$ cat src/rtl/cfglock_pkg.sv
package cfglock_pkg;
  // Pattern class of the pass currently being collected.
  typedef enum logic [1:0] {
    PAT_NONE  = 2'd0,
    PAT_ONES  = 2'd1,
    PAT_ZEROS = 2'd2
  } pat_e;
endpackage

$ cat src/rtl/cfglock_decode.sv
module cfglock_decode #(
  parameter int          ADDR_W    = 24,
  parameter logic [23:0] KEY_BASE  = 24'h800000,
  parameter int          KEY_BYTES = 4,
  localparam int         IDX_W     = $clog2(KEY_BYTES)
) (
  input  logic [ADDR_W-1:0] addr,
  output logic              in_key,
  output logic [IDX_W-1:0]  key_off
);
  logic [KEY_BYTES-1:0] hit;

  // One comparator per reserved byte.
  for (genvar k = 0; k < KEY_BYTES; k++) begin : g_hit
    assign hit[k] = (addr == ADDR_W'(KEY_BASE) + ADDR_W'(k));
  end

  assign in_key = |hit;

  always_comb begin
    key_off = '0;
    for (int k = 0; k < KEY_BYTES; k++) begin
      if (hit[k]) key_off = IDX_W'(k);
    end
  end
endmodule

$ cat src/rtl/cfglock_track.sv
module cfglock_track
  import cfglock_pkg::*;
#(
  parameter int  DATA_W        = 8,
  parameter int  KEY_BYTES     = 4,
  parameter int  UNLOCK_PASSES = 2,
  localparam int IDX_W         = $clog2(KEY_BYTES),
  localparam int PASS_W        = $clog2(UNLOCK_PASSES + 1)
) (
  input  logic              clk,
  input  logic              rst,
  input  logic              pwr_cycle,
  input  logic              key_wr,
  input  logic [IDX_W-1:0]  key_off,
  input  logic [DATA_W-1:0] wdata,
  output logic              set_p,
  output logic              clr_p
);
  localparam logic [IDX_W-1:0]  LAST_IDX  = IDX_W'(KEY_BYTES - 1);
  localparam logic [PASS_W-1:0] LAST_PASS = PASS_W'(UNLOCK_PASSES - 1);

  logic [IDX_W-1:0]  idx_q;
  logic [PASS_W-1:0] pass_q;
  pat_e              kind_q;
  pat_e              byte_kind;
  logic              step_ok;

  always_comb begin
    if (wdata == {DATA_W{1'b1}})      byte_kind = PAT_ONES;
    else if (wdata == {DATA_W{1'b0}}) byte_kind = PAT_ZEROS;
    else                              byte_kind = PAT_NONE;
    step_ok = (key_off == idx_q) && (byte_kind != PAT_NONE) &&
              ((idx_q == '0) || (byte_kind == kind_q));
  end

  always_ff @(posedge clk) begin
    set_p <= 1'b0;
    clr_p <= 1'b0;
    if (rst || pwr_cycle) begin
      idx_q  <= '0;
      pass_q <= '0;
      kind_q <= PAT_NONE;
    end else if (key_wr) begin
      if (!step_ok) begin
        idx_q  <= '0;
        pass_q <= '0;
        kind_q <= PAT_NONE;
      end else if (idx_q == LAST_IDX) begin
        idx_q  <= '0;
        kind_q <= PAT_NONE;
        if (byte_kind == PAT_ONES) begin
          set_p  <= 1'b1;
          pass_q <= '0;
        end else if (pass_q == LAST_PASS) begin
          clr_p  <= 1'b1;
          pass_q <= '0;
        end else begin
          pass_q <= pass_q + 1'b1;
        end
      end else begin
        idx_q  <= idx_q + 1'b1;
        kind_q <= byte_kind;
      end
    end
  end


  pulse_excl_chk: assert property (@(posedge clk) disable iff (rst)
    !(set_p && clr_p));


  pwr_no_pulse_chk: assert property (@(posedge clk) disable iff (rst)
    pwr_cycle |=> (!set_p && !clr_p));
endmodule

$ cat src/rtl/cfglock_erase.sv
module cfglock_erase #(
  parameter int  ERASE_CYCLES = 3125000,
  localparam int CNT_W        = $clog2(ERASE_CYCLES + 1)
) (
  input  logic clk,
  input  logic rst,
  input  logic start,
  output logic req,
  output logic busy
);
  logic [CNT_W-1:0] cnt_q;

  always_ff @(posedge clk) begin
    if (rst) begin
      req   <= 1'b0;
      busy  <= 1'b0;
      cnt_q <= '0;
    end else begin
      req <= start && !busy;
      if (start && !busy) begin
        busy  <= 1'b1;
        cnt_q <= CNT_W'(ERASE_CYCLES - 1);
      end else if (busy) begin
        if (cnt_q == '0) busy <= 1'b0;
        else             cnt_q <= cnt_q - 1'b1;
      end
    end
  end


  req_busy_chk: assert property (@(posedge clk) disable iff (rst)
    req |-> (busy && !$past(busy)));


  req_single_chk: assert property (@(posedge clk) disable iff (rst)
    req |=> !req);
endmodule

$ cat src/rtl/cfglock_guard.sv
module cfglock_guard #(
  parameter int          ADDR_W        = 24,
  parameter int          DATA_W        = 8,
  parameter logic [23:0] KEY_BASE      = 24'h800000,
  parameter int          KEY_BYTES     = 4,
  parameter int          UNLOCK_PASSES = 2,
  parameter int          ERASE_CYCLES  = 3125000,
  localparam int         IDX_W         = $clog2(KEY_BYTES)
) (
  input  logic              clk,
  input  logic              rst,
  input  logic              pwr_cycle,
  input  logic              wr_stb,
  input  logic              rd_stb,
  input  logic [ADDR_W-1:0] addr,
  input  logic [DATA_W-1:0] wdata,
  output logic              locked,
  output logic              rdback_en,
  output logic              prog_en,
  output logic              erase_req,
  output logic              erase_busy,
  output logic [DATA_W-1:0] rd_data,
  output logic              rd_vld
);
  logic             in_key;
  logic [IDX_W-1:0] key_off;
  logic             set_p, clr_p;
  logic             key_wr, key_rd;

  cfglock_decode #(
    .ADDR_W(ADDR_W), .KEY_BASE(KEY_BASE), .KEY_BYTES(KEY_BYTES)
  ) u_dec (
    .addr(addr), .in_key(in_key), .key_off(key_off)
  );

  assign key_wr = wr_stb && in_key && !erase_busy;
  assign key_rd = rd_stb && in_key && !erase_busy;

  cfglock_track #(
    .DATA_W(DATA_W), .KEY_BYTES(KEY_BYTES), .UNLOCK_PASSES(UNLOCK_PASSES)
  ) u_trk (
    .clk(clk), .rst(rst), .pwr_cycle(pwr_cycle), .key_wr(key_wr),
    .key_off(key_off), .wdata(wdata), .set_p(set_p), .clr_p(clr_p)
  );

  cfglock_erase #(.ERASE_CYCLES(ERASE_CYCLES)) u_ers (
    .clk(clk), .rst(rst), .start(clr_p), .req(erase_req), .busy(erase_busy)
  );

  // Modelled fuse: only reset (factory state) or a completed pattern moves it.
  always_ff @(posedge clk) begin
    if (rst)        locked <= 1'b0;
    else if (clr_p) locked <= 1'b0;
    else if (set_p) locked <= 1'b1;
  end

  always_ff @(posedge clk) begin
    if (rst) begin
      rd_vld  <= 1'b0;
      rd_data <= '0;
    end else begin
      rd_vld  <= key_rd;
      if (key_rd) rd_data <= {DATA_W{locked}};
    end
  end

  assign rdback_en = !locked;
  assign prog_en   = !locked && !erase_busy;


  unlock_erase_chk: assert property (@(posedge clk) disable iff (rst)
    $fell(locked) |-> erase_busy);


  rd_value_chk: assert property (@(posedge clk) disable iff (rst)
    rd_vld |-> (rd_data == {DATA_W{1'b1}} || rd_data == {DATA_W{1'b0}}));


  busy_no_rd_chk: assert property (@(posedge clk) disable iff (rst)
    (erase_busy && $past(erase_busy)) |=> !rd_vld);
endmodule

$ cat config.mk
export PLATFORM = sky130hd
export DESIGN_NAME = cfglock_guard
export DESIGN_NICKNAME = d
export VERILOG_FILES = /design/src/rtl/cfglock_pkg.sv /design/src/rtl/cfglock_decode.sv /design/src/rtl/cfglock_track.sv /design/src/rtl/cfglock_erase.sv /design/src/rtl/cfglock_guard.sv
export SDC_FILE = /design/constraint.sdc
export NUM_CORES = 1
export LEC_CHECK = 0
export BUFFER_PORTS_ARGS = -buffer_cell sky130_fd_sc_hd__buf_2
export CORE_MARGIN = 5
export CORE_UTILIZATION = 55
export DETAILED_ROUTE_END_ITERATION = 8
export GPL_TIMING_DRIVEN = 0
export PLACE_DENSITY = 0.81
export SLEW_MARGIN = 0
export SYNTH_ARGS = -nofsm -noshare
export SYNTH_HDL_FRONTEND = slang
export SYNTH_HIERARCHICAL = 1
export SYNTH_SLANG_ARGS = --single-unit
$ cat constraint.sdc
create_clock -name clk -period 4.9 [get_ports clk]
set_clock_uncertainty 0.2 [all_clocks]
set_input_delay 0.735 -clock clk [delete_from_list [all_inputs] [get_ports clk]]
set_output_delay 0.735 -clock clk [all_outputs]
set_load 0.02 [all_outputs]
; Word level (Yosys, flattened, before mapping)
; Cells that the tools add are included.
[word_totals]
reg_bits = 35
latchBits = 0
mem_bits_rw = 0
mem_bits_ro = 0
inputBits = 37
out_inout_bits = 14
mem_count = 0
[op_classes]
add_sub_neg = 3
n_mul = 0
n_div = 0
magnitude_cmp = 0
n_eq_ne = 12
n_shift = 0
muxes = 21
bitwise_logic = 4
reduce_logical = 25
[ops]
columns = op, count
row1 = "== test 24 bit, second input constant", 4
row2 = 2-to-1 mux 22 bit, 3
row3 = 2-to-1 mux 2 bit, 12
row4 = zero test 22 bit, 1
row5 = "subtractor 22 x 1 -> 22 bit, second input constant", 1
row6 = "== test 8 bit, second input constant", 1
row7 = logical AND 1 bit, 8
row8 = zero test 8 bit, 1
row9 = OR reduction 4 bit, 2
row10 = 2-to-1 mux 1 bit, 6
row11 = AND reduction 2 bit, 3
row12 = OR reduction 5 bit, 1
row13 = "adder 2 x 1 -> 2 bit, second input constant", 2
row14 = "== test 2 x 1 -> 1 bit, second input constant", 2
row15 = == test 2 bit, 2
row16 = NOT 1 bit, 4
row17 = nonzero test 2 bit, 2
row18 = OR reduction 2 bit, 2
row19 = "== test 2 bit, second input constant", 1
row20 = zero test 1 bit, 2
row21 = zero test 2 bit, 1
row22 = logical OR 1 bit, 2
row23 = "!= test 2 x 1 -> 1 bit, second input constant", 1
row24 = "!= test 2 bit, second input constant", 1

; Depth between registers and ports, before layout
[depth]
depth_word = 9
mapped_depth = 8

; Modules after synthesis
; Netlist, hierarchy kept.
[modules_own_cells]
columns = module, instances, cells_per_inst, area_per_inst_um2
row1 = cfglock_erase, 1, 166, 1427.6
row2 = cfglock_track, 1, 61, 543.0
row3 = cfglock_guard, 1, 20, 175.2
row4 = cfglock_decode, 1, 13, 88.8

; Least setup slack after synthesis
; OpenSTA, ideal clock, no wires.
[synth_timing]
kind = input port to flip-flop
startpoint = in addr[9]
endpoint = reg u_trk.clr_p
setup_time_ps = 88
t_arrival_ps = 2129
path_slack_ps = 2483
cell_stages = 7
path_buffers = 0
cell_sequence = nor4b_2 nand3_1 nor3_1 xor2_1 a211oi_4 nand2_4 nor4_2
[synth_via]
elab_chain_cells = 9
elab_cells_between_ends = 16
classes_between = eq/ne (5) / mux (3) / bitwise (2) / reduce/logical (6)
[synth_lines]
columns = item, line
row1 = start: declaration, cfglock_guard.sv:15  ; input logic [ADDR_W-1:0] addr,
row2 = == test 24 bit, cfglock_decode.sv:15  ; assign hit[k] = (addr == ADDR_W'(KEY_BASE) + ADDR_W'(k));
row3 = 2-to-1 mux 1 bit, cfglock_decode.sv:23  ; if (hit[k]) key_off = IDX_W'(k);
row4 = 2-to-1 mux 2 bit, cfglock_decode.sv:23
row5 = 2-to-1 mux 2 bit (*), cfglock_decode.sv:23
row6 = net key_off[0], cfglock_guard.sv:26  ; logic [IDX_W-1:0] key_off;
row7 = == test 2 bit (*), cfglock_track.sv:32  ; step_ok = (key_off == idx_q) && (byte_kind != PAT_NONE) &&
row8 = logical AND 1 bit (*) (2 in series), cfglock_track.sv:32
row9 = NOT 1 bit (no source line) (*), -
row10 = OR reduction 5 bit (no source line) (*), -
row11 = end signal: assignment, cfglock_track.sv:38  ; clr_p <= 1'b0;
row12 = end signal: assignment, cfglock_track.sv:55  ; clr_p <= 1'b1;
row13 = end: declaration, cfglock_track.sv:17  ; output logic clr_p
; The timed path passes the listed nets; every way through them passes the cells marked *.
; A chain may end at the register's enable or synchronous reset.

; Worst setup path in the final report
[layout_timing]
startpoint = in addr[9]
endpoint = reg u_trk.kind_q[1]
[layout_via]
elab_cells_between_ends = 14
classes_between = eq/ne (5) / mux (4) / reduce/logical (5)
[layout_lines]
columns = item, line
row1 = == test 24 bit, cfglock_decode.sv:15
row2 = OR reduction 4 bit (*), cfglock_decode.sv:18  ; assign in_key = |hit;
row3 = net in_key, cfglock_guard.sv:25  ; logic in_key;
row4 = logical AND 1 bit (*) (2 in series), cfglock_guard.sv:36  ; assign key_wr = wr_stb && in_key && !erase_busy;
row5 = net key_wr, cfglock_guard.sv:28  ; logic key_wr, key_rd;
row6 = end signal: assignment, cfglock_track.sv:62  ; kind_q <= byte_kind;
row7 = end: declaration, cfglock_track.sv:24  ; pat_e kind_q;
; Marked as above.

==> results_dict.tcl <==
set metrics [dict create \
    status "finished, final reports clean" \
    syn_area_sq_mm 0.00223 \
    drt_iter0_drc 176 \
    crit_slowest_cell "and3b_1" \
    synth_area_leaders "dfxtp_1 31%, nor4_1 3.9%, nand2_1 3.7%" \
    antenna_cells 0 \
    finalNonFillerCells 368 \
    h-tree-depth 2 \
    cp_cell_sequence "buf_2, nor4b_2, nand3_1, nor3b_2, and3b_1, inv_1, nor2_1, nand4_1, a21oi_1" \
    arrival_ns 2.45 \
    cts_tree "yes" \
    cp_slowest_stage_delay_ns 0.28 \
    grt_max_degree 11 \
    post-cts-setup-buffers 0 \
    hold_viol 0 \
    synth_ff_type "dfxtp_1" \
    vias 2219 \
    initial_core_util 0.563 \
    finalSetupViolCount 0 \
    synth_seq_cells 35 \
    ys_warn_count 6 \
    cts_sinks 35 \
    die_x_microns 73.7 \
    rsz0062_at_grt "false" \
    core_area_sq_mm 0.00397 \
    cts_buffers 5 \
    fin_setup_tns_ns 0 \
    mostFrequentLayoutCells "51 x buf_2, 35 x dfxtp_1, 22 x nand2_1" \
    fp.dieH_microns 73.7 \
    endpoint "u_trk/kind_q[1]" \
    post-route-period-util 0.496 \
    path_max_fanout 8 \
    end_kind "flip-flop" \
    grt_antenna_before_repair 0 \
    cts.hold.buffers_added 0 \
    drtAntennaViolNets 0 \
    dpl_cell_area_sq_mm 0.00255 \
    synth_top_cell_area_share 0.314 \
    grt_pass1_wl_microns 8980 \
    powerDensity_mw_per_mm2 205 \
    overflow 0 \
    slew_violations 0 \
    cap_violations 0 \
    cp.required_ns 4.92 \
    drt_first_pass_iters 4 \
    critPathLaunch "addr[9]" \
    rr_worst_depth 7 \
    grt_pass1_vias 1999 \
    ios 51 \
    layout.nets 358 \
    postSynthNetCount 301 \
    leakage_uw 0.00105 \
    fillCellCount 347 \
    die_area_sq_mm 0.00544 \
    clk_pin_slew_worst_paths_ns 0.07 \
    num_rows 23 \
    place_congestion 0.830 \
    min-delay-path-class "reg -> reg" \
    syn_area_per_cell_sq_um 8.59 \
    fmax_mhz 412 \
    r2r_start "u_ers/cnt_q[0]" \
    track_usage 0.208 \
    netlist_instances 260 \
    relSlewSlack 0.633 \
    reg2reg_slack_ns 2.70 \
    insertion_delay_ns 0.29 \
    dp_cells 360 \
    irDropWorstVdd_mv 0.126 \
    cp-start-kind "input port" \
    synth_top_cell_by_area "dfxtp_1" \
    post_cts_resized 0 \
    final_common_cell "buf_2" \
    timing.hold.ws_ns 0.228 \
    cts-root-buf "clkbuf_8" \
    layout-drive-gt1-share 0.286 \
    criticalPathCategory "in -> reg" \
    dp_hpwl_microns 4060 \
    viasPerCell 6.03 \
    finalInstanceArea_sq_mm 0.00265 \
    yosysUniqueCellTypes 57 \
    wirelength_microns 5480 \
    wire_per_inst_microns 14.9 \
    max-clock-path-buffers 2 \
    synthArstFlopShare 0 \
    layout_min_cycle_time_ns 2.43 \
    worst_slew_pin_slew_ns 0.551 \
    port_buffers 50 \
    syn2layout_area_growth_pct 18.5 \
    yosysSeqAreaShare 0.314 \
    timing.rr.end "u_ers/cnt_q[12]" \
    synth_edf_count 0 \
    drc 0 \
]
-- cell families (layout without fill, tap and decap cells) --
kind of cell | after synthesis | count (layout) | synth area share
AOI/OAI and AO/OA | 52 | 52 | 0.181
muxes | 4 | 4 | 0.0179
DFF | 35 | 35 | 0.314
xor gates and xnor gates | 2 | 2 | 0.00784
and+or+nand+nor | 135 | 135 | 0.394
adders and majority gates | 4 | 4 | 0.0224
buffers and inverters | 28 | 86 | 0.0627
-- through the flow --
step | power (uW) | setup slack, ns | util
after floorplan | 300 | 2.48 | -
after global placement | 319 | 2.20 | 0.641
after detailed placement | 320 | 2.19 | 0.641
after CTS | 550 | 2.49 | 0.667
after global routing | 562 | 2.28 | 0.667
final | 543 | 2.47 | 0.667
-- synth_stat cells, drive strengths merged (4+ instances only) --
library cell / instances
a31oi: 6
a211oi: 4
or4: 7
nand2b: 7
nand4: 8
dfxtp: 35
mux2i: 4
nor2: 19
nand3: 6
or2: 4
inv: 12
a21oi: 13
ha: 4
or3: 10
buf: 9
o211ai: 5
clkbuf: 7
nor4: 21
o21ai: 7
o31ai: 5
nor3: 12
nand2: 23
-- layer usage --
| metal | vias up | track usage | part of all wire |
|---|---|---|---|
| met5 | - | 0 | 0 |
| met4 | 0 | 0.0724 | 0.016 |
| met3 | 10 | 0.0438 | 0.068 |
| met2 | 79 | 0.315 | 0.47 |
| met1 | 1031 | 0.290 | 0.45 |
| li1 | 1099 | - | - |
-- worst min-delay path by stage --
stage	from	to	cells past startpoint
final	u_trk/pass_q[1]	u_trk/pass_q[1]	2
after global routing	u_trk/pass_q[1]	u_trk/pass_q[1]	2
after CTS	u_trk/pass_q[1]	u_trk/pass_q[1]	2
after detailed placement	u_trk/pass_q[1]	u_trk/pass_q[1]	2
after global placement	u_trk/pass_q[1]	u_trk/pass_q[1]	2
after floorplan	u_trk/pass_q[1]	u_trk/pass_q[1]	2
-- layout make-up --
cell class	instances	area, sq um	area share
Timing Repair Buffer	50	250	0.0945
Tap cell	50	62.6	0.0236
Buffer	16	95.1	0.0359
Inverter	12	45.0	0.0170
Multi-Input combinational cell	197	1390	0.526
Clock buffer	8	100	0.0378
Sequential cell	35	701	0.265
-- flip-flops by register name, indices dropped and copies added, names as in the netlist --
signal / flops
u_trk/kind_q: 2
locked: 1
rd_vld: 1
u_trk/pass_q: 2
u_ers/busy: 1
u_ers/cnt_q: 22
u_trk/set_p: 1
u_trk/idx_q: 2
u_trk/clr_p: 1
rd_data: 1
u_ers/req: 1
-- power by group --
part	switching (uW)	leakage (uW)	internal [uW]	total, uW
logic	14.9	0.000719	14.5	29.3
clock network	101	0.0000515	128	229
registers	0.000000194	0.000282	284	284
total	116	0.00105	427	543
-- critical path, delay by kind of cell --
family                 cells  cell delay, ns
AOI/OAI and AO/OA          1            0.17
and+or+nand+nor            6            1.25
buffers and inverters      2            0.28
No activity file was read; power rests on OpenSTA's default activity.
